$ cat config.mk
export PLATFORM = sky130hd
export DESIGN_NAME = shuffle_xchg_net
export DESIGN_NICKNAME = d
export VERILOG_FILES = /design/src/rtl/sxn_pkg.sv /design/src/rtl/sxn_stage.sv /design/src/rtl/sxn_fabric.sv /design/src/rtl/sxn_hold_reg.sv /design/src/rtl/shuffle_xchg_net.sv
export SDC_FILE = /design/constraint.sdc
export NUM_CORES = 1
export LEC_CHECK = 0
export BUFFER_PORTS_ARGS = -buffer_cell sky130_fd_sc_hd__buf_4
export CORE_MARGIN = 2
export CORE_UTILIZATION = 50
export DETAILED_ROUTE_END_ITERATION = 7
export PLACE_DENSITY = 0.74
export SYNTH_ARGS = -nofsm -noshare
export SYNTH_HDL_FRONTEND = slang
export SYNTH_SLANG_ARGS = --single-unit
$ cat constraint.sdc
create_clock -name clk -period 2.3 [get_ports clk]
set_input_delay 0.23 -clock clk [delete_from_list [all_inputs] [get_ports clk]]
set_output_delay 0.23 -clock clk [all_outputs]
set_load 0.005 [all_outputs]
$ cat src/rtl/sxn_pkg.sv
`timescale 1ns/1ps
package sxn_pkg;

  // Right rotation of an address of 'bits' bits: the lane that feeds
  // lane 'a' when a perfect shuffle (left rotation) is applied.
  function automatic int rotr_idx(input int a, input int bits);
    int mask;
    mask = (1 << bits) - 1;
    return ((a >> 1) | ((a & 1) << (bits - 1))) & mask;
  endfunction

  function automatic int pair_of(input int a);
    return a >> 1;
  endfunction

endpackage

$ cat src/rtl/sxn_stage.sv
`timescale 1ns/1ps
module sxn_stage #(
  parameter int LOG_N = 3,
  parameter int W     = 8
) (
  input  logic                              shuf_i,
  input  logic [((1 << LOG_N) / 2)-1:0]     exch_i,
  input  logic [(1 << LOG_N)*W-1:0]         lanes_i,
  output logic [(1 << LOG_N)*W-1:0]         lanes_o
);
  localparam int N    = 1 << LOG_N;
  localparam int HALF = N / 2;

  logic [N*W-1:0] shuffled;

  // optional stage-wide shuffle
  for (genvar a = 0; a < N; a++) begin : g_shuf
    localparam int SRC = sxn_pkg::rotr_idx(a, LOG_N);
    assign shuffled[a*W +: W] = shuf_i ? lanes_i[SRC*W +: W] : lanes_i[a*W +: W];
  end

  // optional exchange per lane pair, after the shuffle
  for (genvar j = 0; j < HALF; j++) begin : g_exch
    logic [W-1:0] even_w, odd_w;
    assign even_w = shuffled[(2*j)*W +: W];
    assign odd_w  = shuffled[(2*j+1)*W +: W];
    assign lanes_o[(2*j)*W +: W]   = exch_i[j] ? odd_w  : even_w;
    assign lanes_o[(2*j+1)*W +: W] = exch_i[j] ? even_w : odd_w;
  end
endmodule

$ cat src/rtl/sxn_fabric.sv
`timescale 1ns/1ps
module sxn_fabric #(
  parameter int LOG_N = 3,
  parameter int W     = 8
) (
  input  logic [LOG_N-1:0]                      shuffle_en,
  input  logic [LOG_N*((1 << LOG_N)/2)-1:0]     exch_en,
  input  logic [(1 << LOG_N)*W-1:0]             lanes_i,
  output logic [(1 << LOG_N)*W-1:0]             lanes_o
);
  localparam int N    = 1 << LOG_N;
  localparam int HALF = N / 2;
  localparam int BUSW = N * W;

  logic [BUSW-1:0] stage_bus [0:LOG_N];

  assign stage_bus[0] = lanes_i;

  for (genvar k = 0; k < LOG_N; k++) begin : g_stage
    sxn_stage #(.LOG_N(LOG_N), .W(W)) u_stage (
      .shuf_i  (shuffle_en[k]),
      .exch_i  (exch_en[k*HALF +: HALF]),
      .lanes_i (stage_bus[k]),
      .lanes_o (stage_bus[k+1])
    );
  end

  assign lanes_o = stage_bus[LOG_N];
endmodule

$ cat src/rtl/sxn_hold_reg.sv
`timescale 1ns/1ps
module sxn_hold_reg #(
  parameter int WIDTH = 64
) (
  input  logic             clk,
  input  logic             rst_n,
  input  logic             load,
  input  logic [WIDTH-1:0] d,
  output logic [WIDTH-1:0] q
);
  always_ff @(posedge clk) begin
    if (!rst_n)    q <= '0;
    else if (load) q <= d;
  end
endmodule

$ cat src/rtl/shuffle_xchg_net.sv
`timescale 1ns/1ps
module shuffle_xchg_net #(
  parameter int LOG_N = 3,
  parameter int W     = 8
) (
  input  logic                                  clk,
  input  logic                                  rst_n,
  input  logic                                  in_valid,
  output logic                                  in_ready,
  input  logic [(1 << LOG_N)*W-1:0]             data_in,
  input  logic [LOG_N-1:0]                      shuffle_en,
  input  logic [LOG_N*((1 << LOG_N)/2)-1:0]     exch_en,
  output logic                                  out_valid,
  input  logic                                  out_ready,
  output logic [(1 << LOG_N)*W-1:0]             data_out
);
  localparam int N    = 1 << LOG_N;
  localparam int BUSW = N * W;

  logic [BUSW-1:0] routed;
  logic            accept;

  assign in_ready = !out_valid || out_ready;
  assign accept   = in_valid && in_ready;

  sxn_fabric #(.LOG_N(LOG_N), .W(W)) u_fabric (
    .shuffle_en (shuffle_en),
    .exch_en    (exch_en),
    .lanes_i    (data_in),
    .lanes_o    (routed)
  );

  sxn_hold_reg #(.WIDTH(BUSW)) u_out (
    .clk   (clk),
    .rst_n (rst_n),
    .load  (accept),
    .d     (routed),
    .q     (data_out)
  );

  always_ff @(posedge clk) begin
    if (!rst_n)         out_valid <= 1'b0;
    else if (accept)    out_valid <= 1'b1;
    else if (out_ready) out_valid <= 1'b0;
  end
endmodule

## Word-level counts from Yosys, hierarchy flattened

Index checks and enable logic that the tools add are counted.

- Input port bits: 83
- Bits in registers: 65
- Logic and storage cells: 50

- Muxes and demuxes: 44
- Reduce and logical (&&, ||, !) cells: 4

Operators by type and width:

| kind | number |
|---|---|
| $mux 8 | 42 |
| $mux 1 | 2 |
| $reduce_bool 2->1 | 1 |
| $logic_and 1x1->1 | 1 |
| $logic_not 1->1 | 1 |
| $logic_or 1x1->1 | 1 |

## Depth between registers and ports, before layout

- Word-level depth: 6
- Gate-level depth with buffers: 8
- Mapped depth without buffers: 5

## Cells and area by module

Synthesis repeated with hierarchy kept, for this count alone.

- Cells, all modules: 496
- Area total of the unflattened synthesis: 6671.4 sq um

By module, submodules not included:

| module | seq. area each (sq um) | cells an instance | area each (sq um) | times used |
|---|---|---|---|---|
| sxn_stage | 0.0 | 95 | 1387.6 | 3 |
| sxn_hold_reg | 1281.2 | 206 | 2451.1 | 1 |
| shuffle_xchg_net | 20.0 | 5 | 57.6 | 1 |

## Worst setup path after synthesis

Ideal clock, no wire load.

- Kind: input -> register
- Start point: input shuffle_en[0]
- End point: register u_out.q[24]
- Library setup time: 0.141 ns
- Cell stages on the path: 7
- Path slack: 0.279 ns
- Data arrival time: 1.880 ns
- Data required time: 2.159 ns
- Path through: buf_2 inv_2 buf_4 mux4_2 a22o_1 a221oi_1 o221ai_1

- Cells in the longest elaborated chain, start to end: 6
- Elaborated cells between the ends (all ways): 25
- Those cells by class: mux: 25

Ends and longest elaborated chain:

| item | RTL line | source |
|---|---|---|
| start: declaration | shuffle_xchg_net.sv:11 | `input logic [LOG_N-1:0] shuffle_en,` |
| $mux 8 | sxn_stage.sv:19 | `assign shuffled[a*W +: W] = shuf_i ? lanes_i[SRC*W +: W] : lanes_i[a*W +: W];` |
| $mux 8 (on tied branches) | sxn_stage.sv:28, sxn_stage.sv:27 |  |
| $mux 8 | sxn_stage.sv:19 |  |
| $mux 8 (on tied branches) | sxn_stage.sv:28, sxn_stage.sv:27 |  |
| $mux 8 | sxn_stage.sv:19 |  |
| $mux 8 * | sxn_stage.sv:28 | `assign lanes_o[(2*j+1)*W +: W] = exch_i[j] ? even_w : odd_w;` |
| end signal: assignment | sxn_hold_reg.sv:12 | `if (!rst_n) q <= '0;` |
| end signal: assignment | sxn_hold_reg.sv:13 | `else if (load) q <= d;` |
| end: declaration | sxn_hold_reg.sv:9 | `output logic [WIDTH-1:0] q` |

Mark *: on every way between the ends. The rest lies on a longest branch, timed or not.
A chain may end at the register's enable or synchronous reset.

## Worst setup path after layout

- Start point: input shuffle_en[0]
- End point: register u_out.q[18]

- Cells in the longest elaborated chain, start to end: 6
- Elaborated cells between the ends (all ways): 25
- Those cells by class: mux: 25

Ends and longest elaborated chain:

| item | RTL line | source |
|---|---|---|
| $mux 8 | sxn_stage.sv:19 |  |
| $mux 8 (on tied branches) | sxn_stage.sv:27, sxn_stage.sv:28 |  |
| $mux 8 | sxn_stage.sv:19 |  |
| $mux 8 (on tied branches) | sxn_stage.sv:27, sxn_stage.sv:28 |  |
| $mux 8 | sxn_stage.sv:19 |  |
| $mux 8 * | sxn_stage.sv:27 | `assign lanes_o[(2*j)*W +: W] = exch_i[j] ? odd_w : even_w;` |

Marks and branches as above.

==> flow_summary.yaml <==
routing:
  drt_iter0_drc: 1127
  drc_errors: 0
  firstDrtPassIters: 6
  dr_total_vias: 7905
  wl_um: 28400
  post_drt_wl_per_cell_um: 24.6
  ant_nets: 0
  vias_per_cell: 6.83
global_routing:
  antenna_found_initial: 0
  grt_max_degree: 65
  grtUsageTotal: 0.378
  overflow: 0
  grt_pass1_vias: 7126
  grt_first_pass_wirelength_um: 42000
critical_path:
  r2r_cells: 4
  crit_path_max_fanout: 24
  worstPathRequired_ns: 2.47
  crit_path_start_kind: "input pin"
  end_kind: "register"
  cp_data_arrival_time_ns: 2.27
  critPathKind: "input pin to register"
cells_and_area:
  stdcell_area_um2: 8880
  seq_area_um2: 1300
  antenna_cells: 0
  finalNetCount: 1056
  fillerInstances: 1170
  multi_input_area_um2: 5040
  drive_gt1_frac: 0.345
  area_growth_pct: 27.7
min_path:
  min_path_type: "input pin to register"
  min_delay_path_depth: 3
place:
  io_buffers: 148
  dpl_cell_area_um2: 8590
  dpl.hpwl_um: 22300
  place_congestion: 1.07
timing:
  tns_ns: 0
  setup_viol: 0
  worstMarginPinSlew_ns: 0.878
  fin_crit_ns: 2.11
  post-route-period-util: 0.915
  final-max-slew-violation-count: 0
  hold_viol: 0
  relSlewSlack: 0.413
  rsz0062_at_grt: "no"
  clock.fmax_mhz: 475
  fin_worst_skew_ns: 0.00490
clock_network:
  clock_latency_ns: 0.33
  cts_buffers: 9
  clockBufferDepth: 2
  htree_levels: 3
  cts_resized: 0
  cts_tree: "done"
  holdBufCountCts: 0
  cts_setup_buffers: 0
  cts_root_buffer: "clkbuf_16"
  clkTransAtPathRegs_ns: 0.06
  cts.sinks: 65
yosys:
  synthTopCellsByArea: "dfxtp_1 19%, mux4_2 14%, mux2_2 7.8%, o221ai_1 6.8%, a22oi_1 6.0%"
  syn_area_um2: 6960
  yosysSeqAreaShare: 0.187
  ys_types: 44
  yosys_warnings: 0
  synth_edf_count: 0
  synth_commonest_cells: "78 x o21ai_0, 67 x inv_1, 65 x dfxtp_1"
  ys.flop_type: "dfxtp_1"
  yosysMostFrequentCell: "o21ai_0"
  yosysTopAreaCell: "dfxtp_1"
  synth_area_per_cell_um2: 8.53
  synthArstFlopShare: 0
  syn_inst: 815
  synth.net_count: 898
  synth_seq_cells: 65
  synth_top_area_share: 0.187
die:
  fp.dieW_um: 122
  die_area_um2: 14900
  floorplan.initialDensity: 0.507
  io-pin-count: 149
  die_y_um: 122
  core.rowCount: 43
  core_um2: 13700
pwr:
  power_w: 0.00458
  power_density_nw_per_um2: 516
  leakagePower_nw: 3.67
  clkPwrFrac: 0.294
  intPower_w: 0.00297
  comb_power_share: 0.422
  swShare: 0.352
  pwr-share-seq: 0.283
  ir_drop_mv: 0.325
  switchingPower_w: 0.00161
status:
  status: "complete, no violations"
job:
  drv_cap: 0
registers in the layout, indices dropped and copies added, names as in the netlist:
register / flops
u_out.q: 64
out_valid: 1
worst max-delay path, cell delays in order:
cell and delay [ns]:
buf_4 0.13, buf_4 0.16, buf_12 0.16, nand2_1 0.36, o22a_1 0.25, o211ai_1 0.14, a221oi_1 0.50, buf_4 0.21
o221ai_1 0.13
placed cells by master, fill, tap and decap left out, types with 22 or more instances in the layout:
| cell type | count |
|---|---|
| buf_4 | 217 |
| o21ai_0 | 78 |
| inv_1 | 67 |
| dfxtp_1 | 65 |
| a22oi_1 | 56 |
| o221ai_1 | 54 |
| nand2_1 | 52 |
| mux2_2 | 48 |
| mux4_2 | 42 |
| mux2i_1 | 30 |
| o211ai_1 | 25 |
| a21oi_1 | 25 |
| and2_1 | 23 |
| o21a_1 | 22 |
per-stage QoR:
stage               utilization  worst slack [ns]  cells  hold slack [ns]
global route              0.647             0.128   1158            0.183
floorplan                     -             0.279    815            0.369
finish                    0.647             0.195   1158            0.180
CTS                       0.647             0.273   1158            0.170
detailed placement        0.626           -0.0500   1142            0.453
global placement          0.626           -0.0326   1142            0.451
power groups by stage:
stage          sequential [W]  combinational, W  clock [W]
5_1_grt               0.00131           0.00204    0.00140
3_3_place_gp          0.00132           0.00186          0
2_1_floorplan         0.00132           0.00103          0
3_5_place_dp          0.00132           0.00187          0
4_1_cts               0.00130           0.00188    0.00135
6_report              0.00130           0.00194    0.00135
cells by family after synthesis:
logic type | Yosys count | synth area share
muxes | 125 | 0.276
and+or+nand+nor | 142 | 0.101
DFF | 65 | 0.187
AOI/OAI and AO/OA | 333 | 0.334
buffers and inverters | 146 | 0.0901
xor gates and xnor gates | 4 | 0.0126
layout make-up:
class	instances	area share
repair buffers	224	0.199
inverters	69	0.0292
well taps	180	0.0254
multi-input cells	604	0.567
flip-flops and latches	65	0.146
clock inverters	5	0.00634
clock buffers	11	0.0262
worst paths after layout:
path                       from     endpoint  slack [ns]
setup / recovery  shuffle_en[0]  u_out.q[18]        0.19
hold / removal       exch_en[8]   u_out.q[8]        0.18
setup reg to reg      out_valid  u_out.q[39]        0.44
hold reg to reg     u_out.q[10]  u_out.q[10]        0.46
per-layer routing:
| metal | track usage | vias up | share of wire |
|---|---|---|---|
| li1 | - | 3497 | - |
| met3 | 0.0852 | 86 | 0.11 |
| met2 | 0.564 | 570 | 0.43 |
| met1 | 0.525 | 3752 | 0.41 |
| met4 | 0.163 | 0 | 0.047 |
| met5 | 0 | - | 0 |
Power figures use the tool's default switching activity.
